--- src/rtl/pixel_frame_tx.sv ---
module pixel_frame_tx #(
  parameter int NUM_PIX = 102,
  parameter int DATA_W  = 8,
  parameter int LATENCY = 44,
  parameter int WARMUP  = 30
) (
  input  logic                       clk,
  input  logic                       por_n,
  input  logic                       soft_rst,
  input  logic                       rd_trig,
  output logic                       pix_req,
  output logic [$clog2(NUM_PIX)-1:0] pix_idx,
  input  logic                       pix_valid,
  input  logic [DATA_W-1:0]          pix_data,
  output logic                       sdo,
  output logic                       done
);
  localparam int IDX_W  = $clog2(NUM_PIX);
  localparam int BIT_W  = $clog2(DATA_W + 2);
  localparam int WAIT_W = $clog2(LATENCY);
  localparam int WARM_W = $clog2(WARMUP + 1);
  localparam logic [IDX_W-1:0] LAST_IDX = IDX_W'(NUM_PIX - 1);
  localparam logic [BIT_W-1:0] STOP_POS = BIT_W'(DATA_W + 1);
  localparam logic [BIT_W-1:0] LAST_DAT = BIT_W'(DATA_W);

  typedef enum logic [1:0] {ST_IDLE, ST_WAIT, ST_SEND} st_t;

  st_t               state;
  logic [BIT_W-1:0]  bit_cnt;
  logic [IDX_W-1:0]  pix_cnt;
  logic [WAIT_W-1:0] wait_cnt;
  logic [WARM_W-1:0] warm_cnt;
  logic              rst_seen;
  logic [DATA_W-1:0] sh;

  wire armed    = rst_seen && (warm_cnt == '0);
  wire at_stop  = (state == ST_SEND) && (bit_cnt == STOP_POS);
  wire last_pix = (pix_cnt == LAST_IDX);

  assign pix_req = ((state == ST_WAIT) && (wait_cnt == '0)) || (at_stop && !last_pix);
  assign pix_idx = (state == ST_SEND) ? pix_cnt + 1'b1 : '0;

  always_ff @(posedge clk or negedge por_n) begin
    if (!por_n) begin
      rst_seen <= 1'b0;
      warm_cnt <= '0;
    end else if (soft_rst && !rst_seen) begin
      rst_seen <= 1'b1;
      warm_cnt <= WARM_W'(WARMUP - 1);
    end else if (warm_cnt != '0) begin
      warm_cnt <= warm_cnt - 1'b1;
    end
  end

  always_ff @(posedge clk or negedge por_n) begin
    if (!por_n) begin
      state    <= ST_IDLE;
      sdo      <= 1'b1;
      done     <= 1'b0;
      bit_cnt  <= '0;
      pix_cnt  <= '0;
      wait_cnt <= '0;
      sh       <= '0;
    end else begin
      done <= 1'b0;
      if (soft_rst) begin
        state <= ST_IDLE;
        sdo   <= 1'b1;
      end else begin
        case (state)
          ST_IDLE: begin
            sdo <= 1'b1;
            if (rd_trig && armed) begin
              state    <= ST_WAIT;
              wait_cnt <= WAIT_W'(LATENCY - 1);
            end
          end
          ST_WAIT: begin
            if (wait_cnt == '0) begin
              state   <= ST_SEND;
              sdo     <= 1'b0;
              bit_cnt <= '0;
              pix_cnt <= '0;
            end else begin
              wait_cnt <= wait_cnt - 1'b1;
            end
          end
          ST_SEND: begin
            if (bit_cnt == '0) begin
              sdo     <= pix_valid & pix_data[0];
              sh      <= pix_valid ? (pix_data >> 1) : '0;
              bit_cnt <= bit_cnt + 1'b1;
            end else if (bit_cnt < LAST_DAT) begin
              sdo     <= sh[0];
              sh      <= sh >> 1;
              bit_cnt <= bit_cnt + 1'b1;
            end else if (bit_cnt == LAST_DAT) begin
              sdo     <= 1'b1;
              bit_cnt <= STOP_POS;
            end else if (last_pix) begin
              sdo   <= 1'b1;
              state <= ST_IDLE;
              done  <= 1'b1;
            end else begin
              sdo     <= 1'b0;
              bit_cnt <= '0;
              pix_cnt <= pix_cnt + 1'b1;
            end
          end
          default: begin
            state <= ST_IDLE;
            sdo   <= 1'b1;
          end
        endcase
      end
    end
  end

  p_idle_high_r1: assert property (@(posedge clk) disable iff (!por_n)
    (state == ST_IDLE) |-> sdo);

  p_no_start_unarmed_r2: assert property (@(posedge clk) disable iff (!por_n)
    (state == ST_IDLE && !armed) |=> (state == ST_IDLE));

  p_start_bit_r4: assert property (@(posedge clk) disable iff (!por_n)
    (state == ST_SEND && bit_cnt == '0) |-> !sdo);

  p_stop_bit_r4: assert property (@(posedge clk) disable iff (!por_n)
    at_stop |-> sdo);

  p_back_to_back_r5: assert property (@(posedge clk) disable iff (!por_n)
    (at_stop && !last_pix && !soft_rst) |=> (!sdo && bit_cnt == '0));

  p_done_pulse_r6: assert property (@(posedge clk) disable iff (!por_n)
    done |=> !done);

  p_wait_steady_r7: assert property (@(posedge clk) disable iff (!por_n)
    (state == ST_WAIT && wait_cnt != '0 && !soft_rst) |=> (state == ST_WAIT && wait_cnt == $past(wait_cnt) - 1'b1));

  p_abort_r8: assert property (@(posedge clk) disable iff (!por_n)
    soft_rst |=> (state == ST_IDLE && sdo && !done));

  p_valid_follows_req_r9: assert property (@(posedge clk) disable iff (!por_n)
    pix_req |=> pix_valid);
endmodule

--- config.mk ---
export PLATFORM = sky130hd
export DESIGN_NAME = pixel_frame_tx
export DESIGN_NICKNAME = d
export VERILOG_FILES = /design/src/rtl/pixel_frame_tx.sv
export SDC_FILE = /design/constraint.sdc
export NUM_CORES = 1
export LEC_CHECK = 0
export ABC_AREA = 1
export BUFFER_PORTS_ARGS = -buffer_cell sky130_fd_sc_hd__buf_2
export CORE_UTILIZATION = 45
export DETAILED_ROUTE_END_ITERATION = 6
export GPL_TIMING_DRIVEN = 0
export PLACE_DENSITY_LB_ADDON = 0.3
export SYNTH_ARGS = -nofsm -noshare
export SYNTH_HDL_FRONTEND = slang
export SYNTH_SLANG_ARGS = --single-unit
--- constraint.sdc ---
create_clock -name clk -period 1.4 [get_ports clk]
set_clock_uncertainty 0.1 [all_clocks]
set_input_delay 0.21 -clock clk [delete_from_list [all_inputs] [get_ports clk]]
set_output_delay 0.21 -clock clk [all_outputs]
set_load 0.03 [all_outputs]
# After elaboration in Yosys (flattened, before gate mapping)
# Cells that the tools add are included.
[word_totals] in_bits=13 output_inout_bits=10 regBits=35
[classes] bitwise_logic=2 order_cmp=1 n_addsub=4 muxes=41 eq_ne=19 reduce_logical=23
[ops] op="$mux 7" count=7
[ops] op="$mux 4" count=5
[ops] op="$mux 8" count=2
[ops] op="$ne 3x3->1 const B" count=5
[ops] op="$mux 2" count=7
[ops] op="$pmux 7 s2" count=1
[ops] op="$mux 6" count=2
[ops] op="$ne 2x2->1 const B" count=6
[ops] op="$pmux 6 s2" count=1
[ops] op="$mux 1" count=11
[ops] op="$mux 5" count=2
[ops] op="$eq 4x4->1 const B" count=2
[ops] op="$pmux 4 s2" count=1
[ops] op="$reduce_and 4->1" count=2
[ops] op="$reduce_bool 2->1" count=4
[ops] op="$add 7x1->7 const B" count=1
[ops] op="$eq 7x7->1 const B" count=1
[ops] op="$reduce_and 7->1" count=1
[ops] op="$logic_and 1x1->1" count=6
[ops] op="$logic_not 6->1" count=1
[ops] op="$pmux 2 s3" count=1
[ops] op="$reduce_and 6->1" count=1
[ops] op="$sub 6x1->6 const B" count=1
[ops] op="$logic_not 5->1" count=1
[ops] op="17 further kinds" count=18

# Longest topological paths before layout
# Gate-level depths: netlist (run 1).
[depth] word_depth=7 mapped_depth=10

# Worst setup path before layout (run 1)
# Ideal clock, no wire load.
[synth_path] path_type="register -> output" from="reg pix_cnt[0]" to="out pix_req" required_time_ps=1090 setup_slack_ps=-418 arrival_time_ps=1508 stages_incl_launch_ff=7 path_buffers=0 cell_sequence="dfrtp_1 > ha_1 > nand2_1 > nor2_2 > nand2_1 > nand4_1 > o21ai_0"
[synth_between] elab_chain_cells=4
[synth_rtl] item="start: declaration" line_no="30" text="logic [IDX_W-1:0] pix_cnt;"
[synth_rtl] item="start signal: assignment" line_no="107" text="pix_cnt <= pix_cnt + 1'b1;"
[synth_rtl] item="$eq 7x7->1" line_no="38" text="wire last_pix = (pix_cnt == LAST_IDX);"
[synth_rtl] item="$logic_not 1->1" line_no="40" text="assign pix_req = ((state == ST_WAIT) && (wait_cnt == '0)) || (at_stop && !last_pix);"
[synth_rtl] item="$logic_and 1x1->1" line_no="40"
[synth_rtl] item="$logic_or 1x1->1" line_no="40"
[synth_rtl] item="end: declaration" line_no="11" text="output logic pix_req,"
# No other way between the ends.

# Worst setup path in the final report (run 1)
[layout_path] from="reg pix_cnt[0]" to="out pix_idx[5]"
[layout_between] elab_chain_cells=2
[layout_rtl] item="$add 7x1->7" line_no="41" text="assign pix_idx = (state == ST_SEND) ? pix_cnt + 1'b1 : '0;"
[layout_rtl] item="$mux 7" line_no="41"
[layout_rtl] item="end: declaration" line_no="12" text="output logic [$clog2(NUM_PIX)-1:0] pix_idx,"
# No other way between the ends.

==> results.py, run 1 <==
metrics = {
    "status": {
        "status": "finished, violations left",
        "violations": "negative setup slack",
    },
    "clock_network": {
        "ctsHtreeMaxLevel": 2,
        "cts.sinks": 34,
        "cts-root-buf": "clkbuf_8",
        "cts-buffers-inserted": 5,
        "clock_latency_ns": 0.29,
        "clk_path_buf_depth": 2,
        "clk_pin_slew_worst_paths_ns": 0.07,
        "cts_tree": "built",
    },
    "drt": {
        "drt_first_pass_iters": 5,
        "routed_wl_um": 6082,
        "drtIter0Drc": 206,
        "via_per_inst": 5.343,
        "wl_per_cell_um": 15.36,
        "drc": 0,
        "routed-via-count": 2116,
        "ant_nets": 0,
    },
    "timing": {
        "post-route-period-util_pct": 134.3,
        "relSlewSlack_pct": 67.89,
        "final-setup-viol-count": 37,
        "setup_tns_ns": -8.969,
        "min_period_ns": 1.880,
        "worst_hold_slack_ns": 0.04666,
        "fmax_ghz": 0.5320,
        "tightest_slew_ns": 0.4817,
        "rsz0062_at_grt": "true",
        "final-hold-violation-count": 0,
        "worst_slack_ns": -0.4797,
        "maxSlewViolCount": 0,
    },
    "cells_and_area": {
        "antennaDiodeCount": 0,
        "instances_no_fill": 396,
        "layout.nets": 369,
        "syn_to_final_growth_pct": 54.10,
        "drive_gt1_share_pct": 49.42,
    },
    "yosys": {
        "synth.area.top_cells": "dfrtp_1 (39%), nand2_1 (13%), ha_1 (7.7%), inv_1 (5.5%), nor2_1 (5.5%)",
        "synthesis.nets": 302,
        "yosys_warnings": 0,
        "syn_area_um2": 2105,
        "ys_seq_area_share_pct": 40.49,
        "synth_ff_type": "dfrtp_1",
        "ys_top_cells_by_count": "nand2_1 (75), dfrtp_1 (33), inv_1 (31), nor2_1 (31), o21ai_0 (17)",
        "synth_cell_type_count": 32,
        "syn_area_per_cell_um2": 7.625,
        "synth-edff-count": 0,
        "synth_seq_cells": 34,
        "yosys.area.top_type": "dfrtp_1",
        "post-synth-top-count-cell": "nand2_1",
        "synthCells": 276,
        "synth_top_area_share_pct": 39.24,
        "postSynth.asyncResetShare_pct": 100.0,
    },
    "setup_path": {
        "crit_family": "simple AND/OR/NAND/NOR gates",
        "setup.worst_path.start_class": "register",
        "crit_top_cell": "nand3_1",
        "crit_buf_inv": 1,
        "crit_required_ns": 1.09,
        "criticalPathCategory": "register to output pin",
        "critPathMaxFanout": 4,
        "crit_chain": "nand3_1, nor2_2, nand3_1, nand2_4, nor2_4, buf_6",
        "arrival_ns": 1.57,
        "cp_slowest_cell": "dfrtp_2",
        "cp_slowest_stage_delay_ns": 0.44,
        "endpoint_kind": "output pin",
    },
    "hold_path": {
        "hp-class": "input port to register",
    },
    "placement": {
        "place_inst": 349,
        "io_buffers": 21,
        "preCtsSetupSlack_ns": -0.2223,
        "hpwl_um": 3071,
        "gp_congestion": 0.8090,
    },
    "power_and_ir_drop": {
        "cellLeakagePower_nw": 1.428,
        "p_total_mw": 6.362,
        "p_per_area_nw_per_um2": 1962,
        "vdd_drop_max_v": 0.0009503,
    },
    "global_routing": {
        "antenna_found_initial": 0,
        "grt_use_total_pct": 23.40,
        "grt_pass1_wl_um": 9094,
        "grt_max_degree": 35,
        "grt_pass1_vias": 1999,
        "overflow": 0,
    },
    "floorplanning": {
        "core-area_um2": 4414,
        "dieHeight_um": 70.39,
        "initial_core_util_pct": 47.68,
        "num_rows": 24,
        "io_pins": 23,
        "fp.dieW_um": 70.39,
        "die-area_um2": 4954,
    },
    "run": {
        "max-cap-violations": 0,
    },
}
flip-flops by register name (all words and copies together), names as in the netlist:
name	flops
pix_cnt	7
sdo	1
done	1
rst_seen	1
state	2
bit_cnt	4
wait_cnt	6
warm_cnt	5
sh	7
layer usage:
layer  global-route usage, %  wire, um
met5                       0         0
met3                   4.618       226
met2                   38.41      3155
met1                   30.43      2563
met4                   8.667       137
cells in the final DEF (no fill, tap or decap), drive strengths merged:
cell type    count
or2              2
clkinvlp         1
a31oi            7
nor2            38
dlygate4sd3      1
nand4            7
a21oi           11
nand2           78
o21a             3
nor3b            1
o21ai           20
inv             34
dfrtp           33
ha              13
xnor2            1
buf             61
o211ai           1
dfstp            1
nand3b           1
nor3             1
xor2             2
nand3           18
clkbuf           9
cell families (layout without fill, tap and decap cells):
kind of cell	Yosys count	count (layout)	share of synthesized area [%]
fa+ha+maj	13	13	7.729
flops	34	34	40.49
compound gates	42	42	11.06
simple gates	145	146	31.69
xor+xnor	3	3	1.249
buf+inv	39	106	7.788
what timing repair did:
| action | CTS | global route |
|---|---|---|
| endpoints found under the setup margin | 36 | 40 |
| buffers inserted | 28 | 10 |
| gates resized for setup | 82 | 63 |
| gates cloned | 3 | 0 |
| hold buffers | 1 | 0 |
| pin swaps | 31 | 31 |
| endpoints found under the hold margin | 33 | 0 |
area by class of cell:
cell class / count / area [um^2]
Buffer: 4 / 38.79
Clock buffer: 8 / 90.09
Fill cell: 285 / 1171
Inverter: 34 / 155.1
Multi-Input combinational cell: 204 / 1499
Sequential cell: 34 / 857.1
Tap cell: 52 / 65.06
Timing Repair Buffer: 59 / 530.5
Timing Repair inverter: 1 / 7.507
final timing paths:
path	start	end	slack, ns	cells after the start
hold / removal	pix_data[7]	sh[6]$_DFFE_PN0P_	0.05	3
setup / recovery	pix_cnt[0]$_DFFE_PN0P_	pix_idx[5]	-0.48	6
min in group asynchronous	por_n	rst_seen$_DFFE_PN0P_	0.33	2
max in group asynchronous	por_n	pix_cnt[2]$_DFFE_PN0P_	0.50	2
hold reg to reg	rst_seen$_DFFE_PN0P_	rst_seen$_DFFE_PN0P_	0.40	1
setup reg to reg	pix_cnt[0]$_DFFE_PN0P_	pix_cnt[5]$_DFFE_PN0P_	-0.32	9
worst reg2reg max path: cells and delay by family, from the launching register on:
| family | cells | cell delay (ns) |
|---|---|---|
| buffers and inverters | 2 | 0.26 |
| DFF | 1 | 0.44 |
| and+or+nand+nor | 7 | 0.82 |
where the power goes:
group | internal (mW) | switching, mW | total [mW]
registers | 1.34 | 0.344 | 1.68
clock network | 0.401 | 0.369 | 0.771
logic | 1.79 | 2.12 | 3.91
stage by stage:
step,instance area [um^2],util (%)
finish,3243,73.47
global route,3243,73.47
CTS,2957,66.98
detailed placement,2367,53.63
global placement,2367,53.63
floorplan,2197,-
Power figures use the tool's default switching activity.
==> run 2, diff against run 1 <==
clock period = 2.2 ns   (was 1.4 ns; I/O delays follow)
==> results.py, run 2 (synthesis gave the netlist of run 1 again) <==
metrics = {
    "cells_and_area": {
        "final_cell_mix": "nand2_1 (75), dfrtp_1 (33), inv_1 (31)",
        "final_common_cell": "nand2_1",
        "drive_gt1_share_pct": 17.38,
        "layout.nets": 330,
        "antennaDiodeCount": 0,
        "fill_cells": 405,
        "seqCellArea_um2": 852.1,
        "layout_top_registers": "pix_cnt x7, sh x7, wait_cnt x6",
        "syn_to_final_growth_pct": 13.79,
        "multi_input_area_um2": 1091,
        "fin_util_pct": 54.25,
    },
    "clock_network": {
        "cts.sinks": 34,
        "ctsHtreeMaxLevel": 2,
        "clk_path_buf_depth": 2,
        "cts-root-buf": "clkbuf_8",
        "clk_pin_slew_worst_paths_ns": 0.07,
        "ctsHoldBuffers": 0,
        "cts_tree": "built",
        "post-cts-setup-buffer-count": 0,
        "post_cts_resized": 0,
        "clock_latency_ns": 0.28,
        "cts-buffers-inserted": 5,
    },
    "power_and_ir_drop": {
        "cellLeakagePower_nw": 1.176,
        "power_frac_clock_pct": 19.3,
        "p_sw_mw": 1.177,
        "p_total_mw": 2.794,
        "intPower_mw": 1.616,
        "switching_share_pct": 42.14,
        "vdd_drop_max_v": 0.0006273,
        "p_per_area_nw_per_um2": 1166,
        "comb_power_share_pct": 44.7,
        "seqPwrFrac_pct": 36.0,
    },
    "setup_path": {
        "arrival_ns": 1.67,
        "crit_start": "state[0]$_DFFE_PN0P_",
        "cp_slowest_cell": "dfrtp_1",
        "setup.worst_path.start_class": "register",
        "cp_slowest_stage_delay_ns": 0.40,
        "crit_required_ns": 1.77,
        "crit_buf_inv": 3,
        "r2r-start": "state[0]$_DFFE_PN0P_",
        "crit_family": "buffers and inverters",
        "criticalPathCategory": "register to output pin",
        "endpoint_kind": "output pin",
        "critPathMaxFanout": 10,
        "crit_chain": "inv_1, ha_1, clkbuf_4, o21ai_0, a21oi_1, buf_2",
    },
    "drt": {
        "ant_nets": 0,
        "drt_first_pass_iters": 4,
        "drc": 0,
        "wl_per_cell_um": 11.32,
        "routed-via-count": 1824,
        "via_per_inst": 5.109,
        "routed_wl_um": 4042,
        "drtIter0Drc": 95,
    },
    "timing": {
        "worst_hold_slack_ns": 0.01386,
        "final-hold-violation-count": 0,
        "final-setup-viol-count": 0,
        "min_period_ns": 2.096,
        "post-route-period-util_pct": 95.29,
        "worst_slack_ns": 0.1036,
        "fmax_ghz": 0.4770,
        "maxSlewViolCount": 0,
        "tightest_slew_ns": 0.7518,
        "rsz0062_at_grt": "true",
        "relSlewSlack_pct": 49.88,
    },
    "floorplanning": {
        "dieHeight_um": 70.39,
        "num_rows": 24,
        "initial_core_util_pct": 47.68,
        "core-area_um2": 4414,
        "fp.dieW_um": 70.39,
        "io_pins": 23,
        "die-area_um2": 4954,
    },
    "status": {
        "status": "completed",
    },
    "global_routing": {
        "grt_max_degree": 35,
        "grt_use_total_pct": 18.59,
        "grt_pass1_wl_um": 7272,
        "use_met1_pct": 24.93,
        "grt_pass1_vias": 1646,
        "grt_use_met3_pct": 5.195,
        "antenna_found_initial": 0,
        "top_usage_layer": "met2",
        "overflow": 0,
        "use_met2_pct": 28.57,
    },
    "placement": {
        "io_buffers": 21,
        "gp_congestion": 0.7847,
        "hpwl_um": 2972,
        "preCtsSetupSlack_ns": 0.3605,
    },
    "hold_path": {
        "hp-class": "input port to asynchronous set/reset pin",
    },
    "run": {
        "max-cap-violations": 0,
    },
}
## run 2: changes by cell type in the layout (fill, tap and decap cells not counted), sizes merged
cell         delta
dlygate4sd3     -1
nor2            -1
buf            -36
clkinvlp        -1
## run 2: layout make-up
cell class                 instances  share of cell area [%]
multi-input combinational        203                   45.56
sequential                        34                   35.58
inverter                          34                   5.434
clock buffer                       8                   4.598
timing repair buffer              21                   4.598
tap                               52                   2.717
buffer                             5                   1.515
## run 2: final timing paths
kind,slack (ns),depth (start not counted),end
worst min register to register,0.41,2,sdo$_DFFE_PN1N_
worst min-delay path,0.01,1,pix_cnt[3]$_DFFE_PN0P_
worst max-delay path,0.10,6,pix_idx[3]
max in group asynchronous,1.50,1,warm_cnt[0]$_DFFE_PN0P_
min in group clk,0.18,3,sh[6]$_DFFE_PN0P_
worst max register to register,0.39,10,state[1]$_DFFE_PN0P_
## run 2: through the flow
stage	instances	cell area, um^2	TNS, ns
floorplan	276	2105	0
global placement	349	2275	0
detailed placement	349	2275	0
CTS	357	2385	0
global route	357	2395	-0.04105
finish	357	2395	0
## run 2: power groups by stage
| stage | combinational (mW) | clock [mW] | sequential, mW |
|---|---|---|---|
| global placement | 1.22 | 0 | 1.01 |
| floorplan | 0.991 | 0 | 0.998 |
| global route | 1.44 | 0.584 | 1.03 |
| finish | 1.25 | 0.540 | 1.01 |
| CTS | 1.26 | 0.559 | 1.00 |
| detailed placement | 1.25 | 0 | 1.01 |
## run 2: layer usage
metal | part of all wire [%] | routed length [um]
met5 | 0 | 0
met4 | 0.82 | 33
met3 | 3.9 | 158
met2 | 46 | 1843
met1 | 50 | 2006
==> run 3, diff against run 2 <==
ABC_AREA = unset   (was 1)
CELL_PAD_IN_SITES_DETAIL_PLACEMENT = 1   (was unset)
CELL_PAD_IN_SITES_GLOBAL_PLACEMENT = 1   (was unset)
==> results.py, run 3 <==
metrics = {
    "drt": {
        "via_per_inst": 5.778,
        "wl_per_cell_um": 18.96,
        "drc": 0,
        "routed_wl_um": 6066,
        "routed-via-count": 1849,
        "ant_nets": 0,
        "drt_first_pass_iters": 4,
        "drtIter0Drc": 136,
    },
    "setup_path": {
        "r2r-start": "pix_cnt[1]$_DFFE_PN0P_",
        "criticalPathCategory": "register to output pin",
        "reg2reg_depth": 6,
        "crit_required_ns": 1.77,
        "cp_slowest_cell": "dfrtp_1",
        "crit_start": "pix_cnt[1]$_DFFE_PN0P_",
        "regToRegSetupSlack_ns": -0.06,
        "worst_r2r_endpoint": "state[1]$_DFFE_PN0P_",
        "arrival_ns": 1.83,
        "cp_slowest_stage_delay_ns": 0.42,
        "endpoint_kind": "output pin",
        "crit_chain": "inv_1, ha_4, nand4bb_1, buf_4, nor2_2, o22ai_4, buf_6",
        "setup.worst_path.start_class": "register",
        "critPathMaxFanout": 4,
    },
    "clock_network": {
        "clk_path_buf_depth": 2,
        "ctsHtreeMaxLevel": 2,
        "cts.sinks": 34,
        "cts_tree": "built",
        "cts-root-buf": "clkbuf_8",
        "cts-buffers-inserted": 5,
        "clock_latency_ns": 0.30,
        "clk_pin_slew_worst_paths_ns": 0.08,
    },
    "timing": {
        "min_period_ns": 2.264,
        "worst_slack_ns": -0.06440,
        "post-route-period-util_pct": 102.9,
        "final-hold-violation-count": 0,
        "tightest_slew_ns": 0.7953,
        "relSlewSlack_pct": 46.98,
        "worst_hold_slack_ns": 0.004769,
        "maxSlewViolCount": 0,
        "rsz0062_at_grt": "true",
        "final-setup-viol-count": 10,
        "fmax_ghz": 0.4416,
    },
    "yosys": {
        "syn_area_um2": 2102,
        "synthCells": 225,
        "synth_ff_type": "dfrtp_1",
        "post-synth-top-count-cell": "dfrtp_1",
        "synth_top_area_share_pct": 39.29,
        "yosys.area.top_type": "dfrtp_1",
        "syn_area_per_cell_um2": 9.342,
        "synth-edff-count": 0,
        "synth_cell_type_count": 44,
        "ys_top_cells_by_count": "dfrtp_1 (33), nand2_1 (20), nor2_1 (18)",
        "yosys_warnings": 0,
        "ys_seq_area_share_pct": 40.54,
        "synth_seq_cells": 34,
        "synth.area.top_cells": "dfrtp_1 (39%), ha_1 (7.7%), mux2_2 (4.8%), nand2_1 (3.6%), nor2_1 (3.2%)",
        "synthesis.nets": 251,
        "postSynth.asyncResetShare_pct": 100.0,
    },
    "cells_and_area": {
        "fill_cells": 523,
        "syn_to_final_growth_pct": 23.99,
        "final_common_cell": "dfrtp_1",
        "antennaDiodeCount": 0,
        "seqCellArea_um2": 855.8,
        "multi_input_area_um2": 1231,
        "layout.nets": 293,
        "drive_gt1_share_pct": 31.34,
        "final_cell_mix": "dfrtp_1 (30), nand2_1 (20), buf_4 (17)",
        "layout_top_registers": "pix_cnt x7, sh x7, wait_cnt x6",
    },
    "power_and_ir_drop": {
        "p_per_area_nw_per_um2": 997.3,
        "cellLeakagePower_nw": 1.098,
        "p_total_mw": 2.599,
        "vdd_drop_max_v": 0.0004202,
    },
    "floorplanning": {
        "die-area_um2": 4948,
        "core-area_um2": 4414,
        "initial_core_util_pct": 47.62,
        "io_pins": 23,
        "fp.dieW_um": 70.35,
        "dieHeight_um": 70.35,
        "num_rows": 24,
    },
    "hold_path": {
        "hp-class": "input port to asynchronous set/reset pin",
    },
    "status": {
        "status": "finished, violations left",
        "violations": "negative setup slack",
    },
    "global_routing": {
        "grt_pass1_wl_um": 9597,
        "grt_pass1_vias": 1960,
        "antenna_found_initial": 0,
        "grt_max_degree": 35,
        "grt_use_total_pct": 24.83,
        "overflow": 0,
    },
    "placement": {
        "hpwl_um": 3467,
        "gp_congestion": 0.7764,
        "io_buffers": 21,
    },
    "run": {
        "max-cap-violations": 0,
    },
}
==> run 3: cell type report <==
cell class	instances	area share, %
sequential	34	32.84
buffer	6	1.296
clock buffer	8	3.457
tap	52	2.496
timing repair buffer	37	10.23
multi-input combinational	166	47.24
inverter	17	2.448
==> run 3: where the power goes <==
part	leakage [nW]	internal [mW]	total [mW]	switching, mW
clock	0.0455	0.256	0.494	0.239
combinational	0.625	0.473	1.13	0.662
sequential	0.428	0.803	0.971	0.168
==> run 3: how the worst max path moves through the flow <==
stage,to,slack [ns]
final,pix_req,-0.06
after global routing,pix_req,-0.10
after CTS,state[1]$_DFFE_PN0P_,-0.005
after detailed placement,state[1]$_DFFE_PN0P_,-0.17
after global placement,state[1]$_DFFE_PN0P_,-0.16
after floorplan,state[1]$_DFFE_PN0P_,0.06
==> run 3: what timing repair did <==
item | 4_1_cts | 5_1_grt
hold buffers | 0 | 0
gates resized for setup | 17 | 26
pin swaps | 5 | 3
endpoints found under the setup margin | 26 | 18
endpoints found under the hold margin | 0 | 0
buffers inserted | 8 | 8
==> run 3: cells by family (layout without fill, tap and decap cells) <==
family,after synthesis,in the layout,share of synthesized area [%]
flops,34,34,40.54
buf+inv,25,68,4.881
compound gates,48,48,16.37
mux,11,11,5.774
fa+ha+maj,13,13,7.738
xor+xnor,5,5,2.084
simple gates,89,89,22.62
==> run 3: layer usage <==
metal	track usage [%]	part of all wire, %	up-vias
met1	32.59	44	930
met4	8.444	1.7	0
met3	4.473	3.5	10
li1	-	-	875
met2	41.06	51	34
met5	0	0	-
==> run 3: per-stage QoR <==
step	setup TNS, ns	setup slack [ns]	std cells	cell area [um^2]	utilization (%)
after floorplan	0	0.06452	225	2102	-
after global placement	-0.9059	-0.1577	298	2272	51.47
after detailed placement	-1.820	-0.1721	298	2272	51.47
after CTS	-0.004939	-0.004939	313	2489	56.38
after global routing	-1.004	-0.1039	320	2606	59.04
final	-0.3404	-0.06440	320	2606	59.04
==> run 3: worst max-delay path, delay by kind of cell (launching register included) <==
kind | cells | cell delay, ns
adders and majority gates | 1 | 0.13
and+or+nand+nor | 2 | 0.42
DFF | 1 | 0.42
buffers and inverters | 3 | 0.45
AOI/OAI and AO/OA | 1 | 0.12
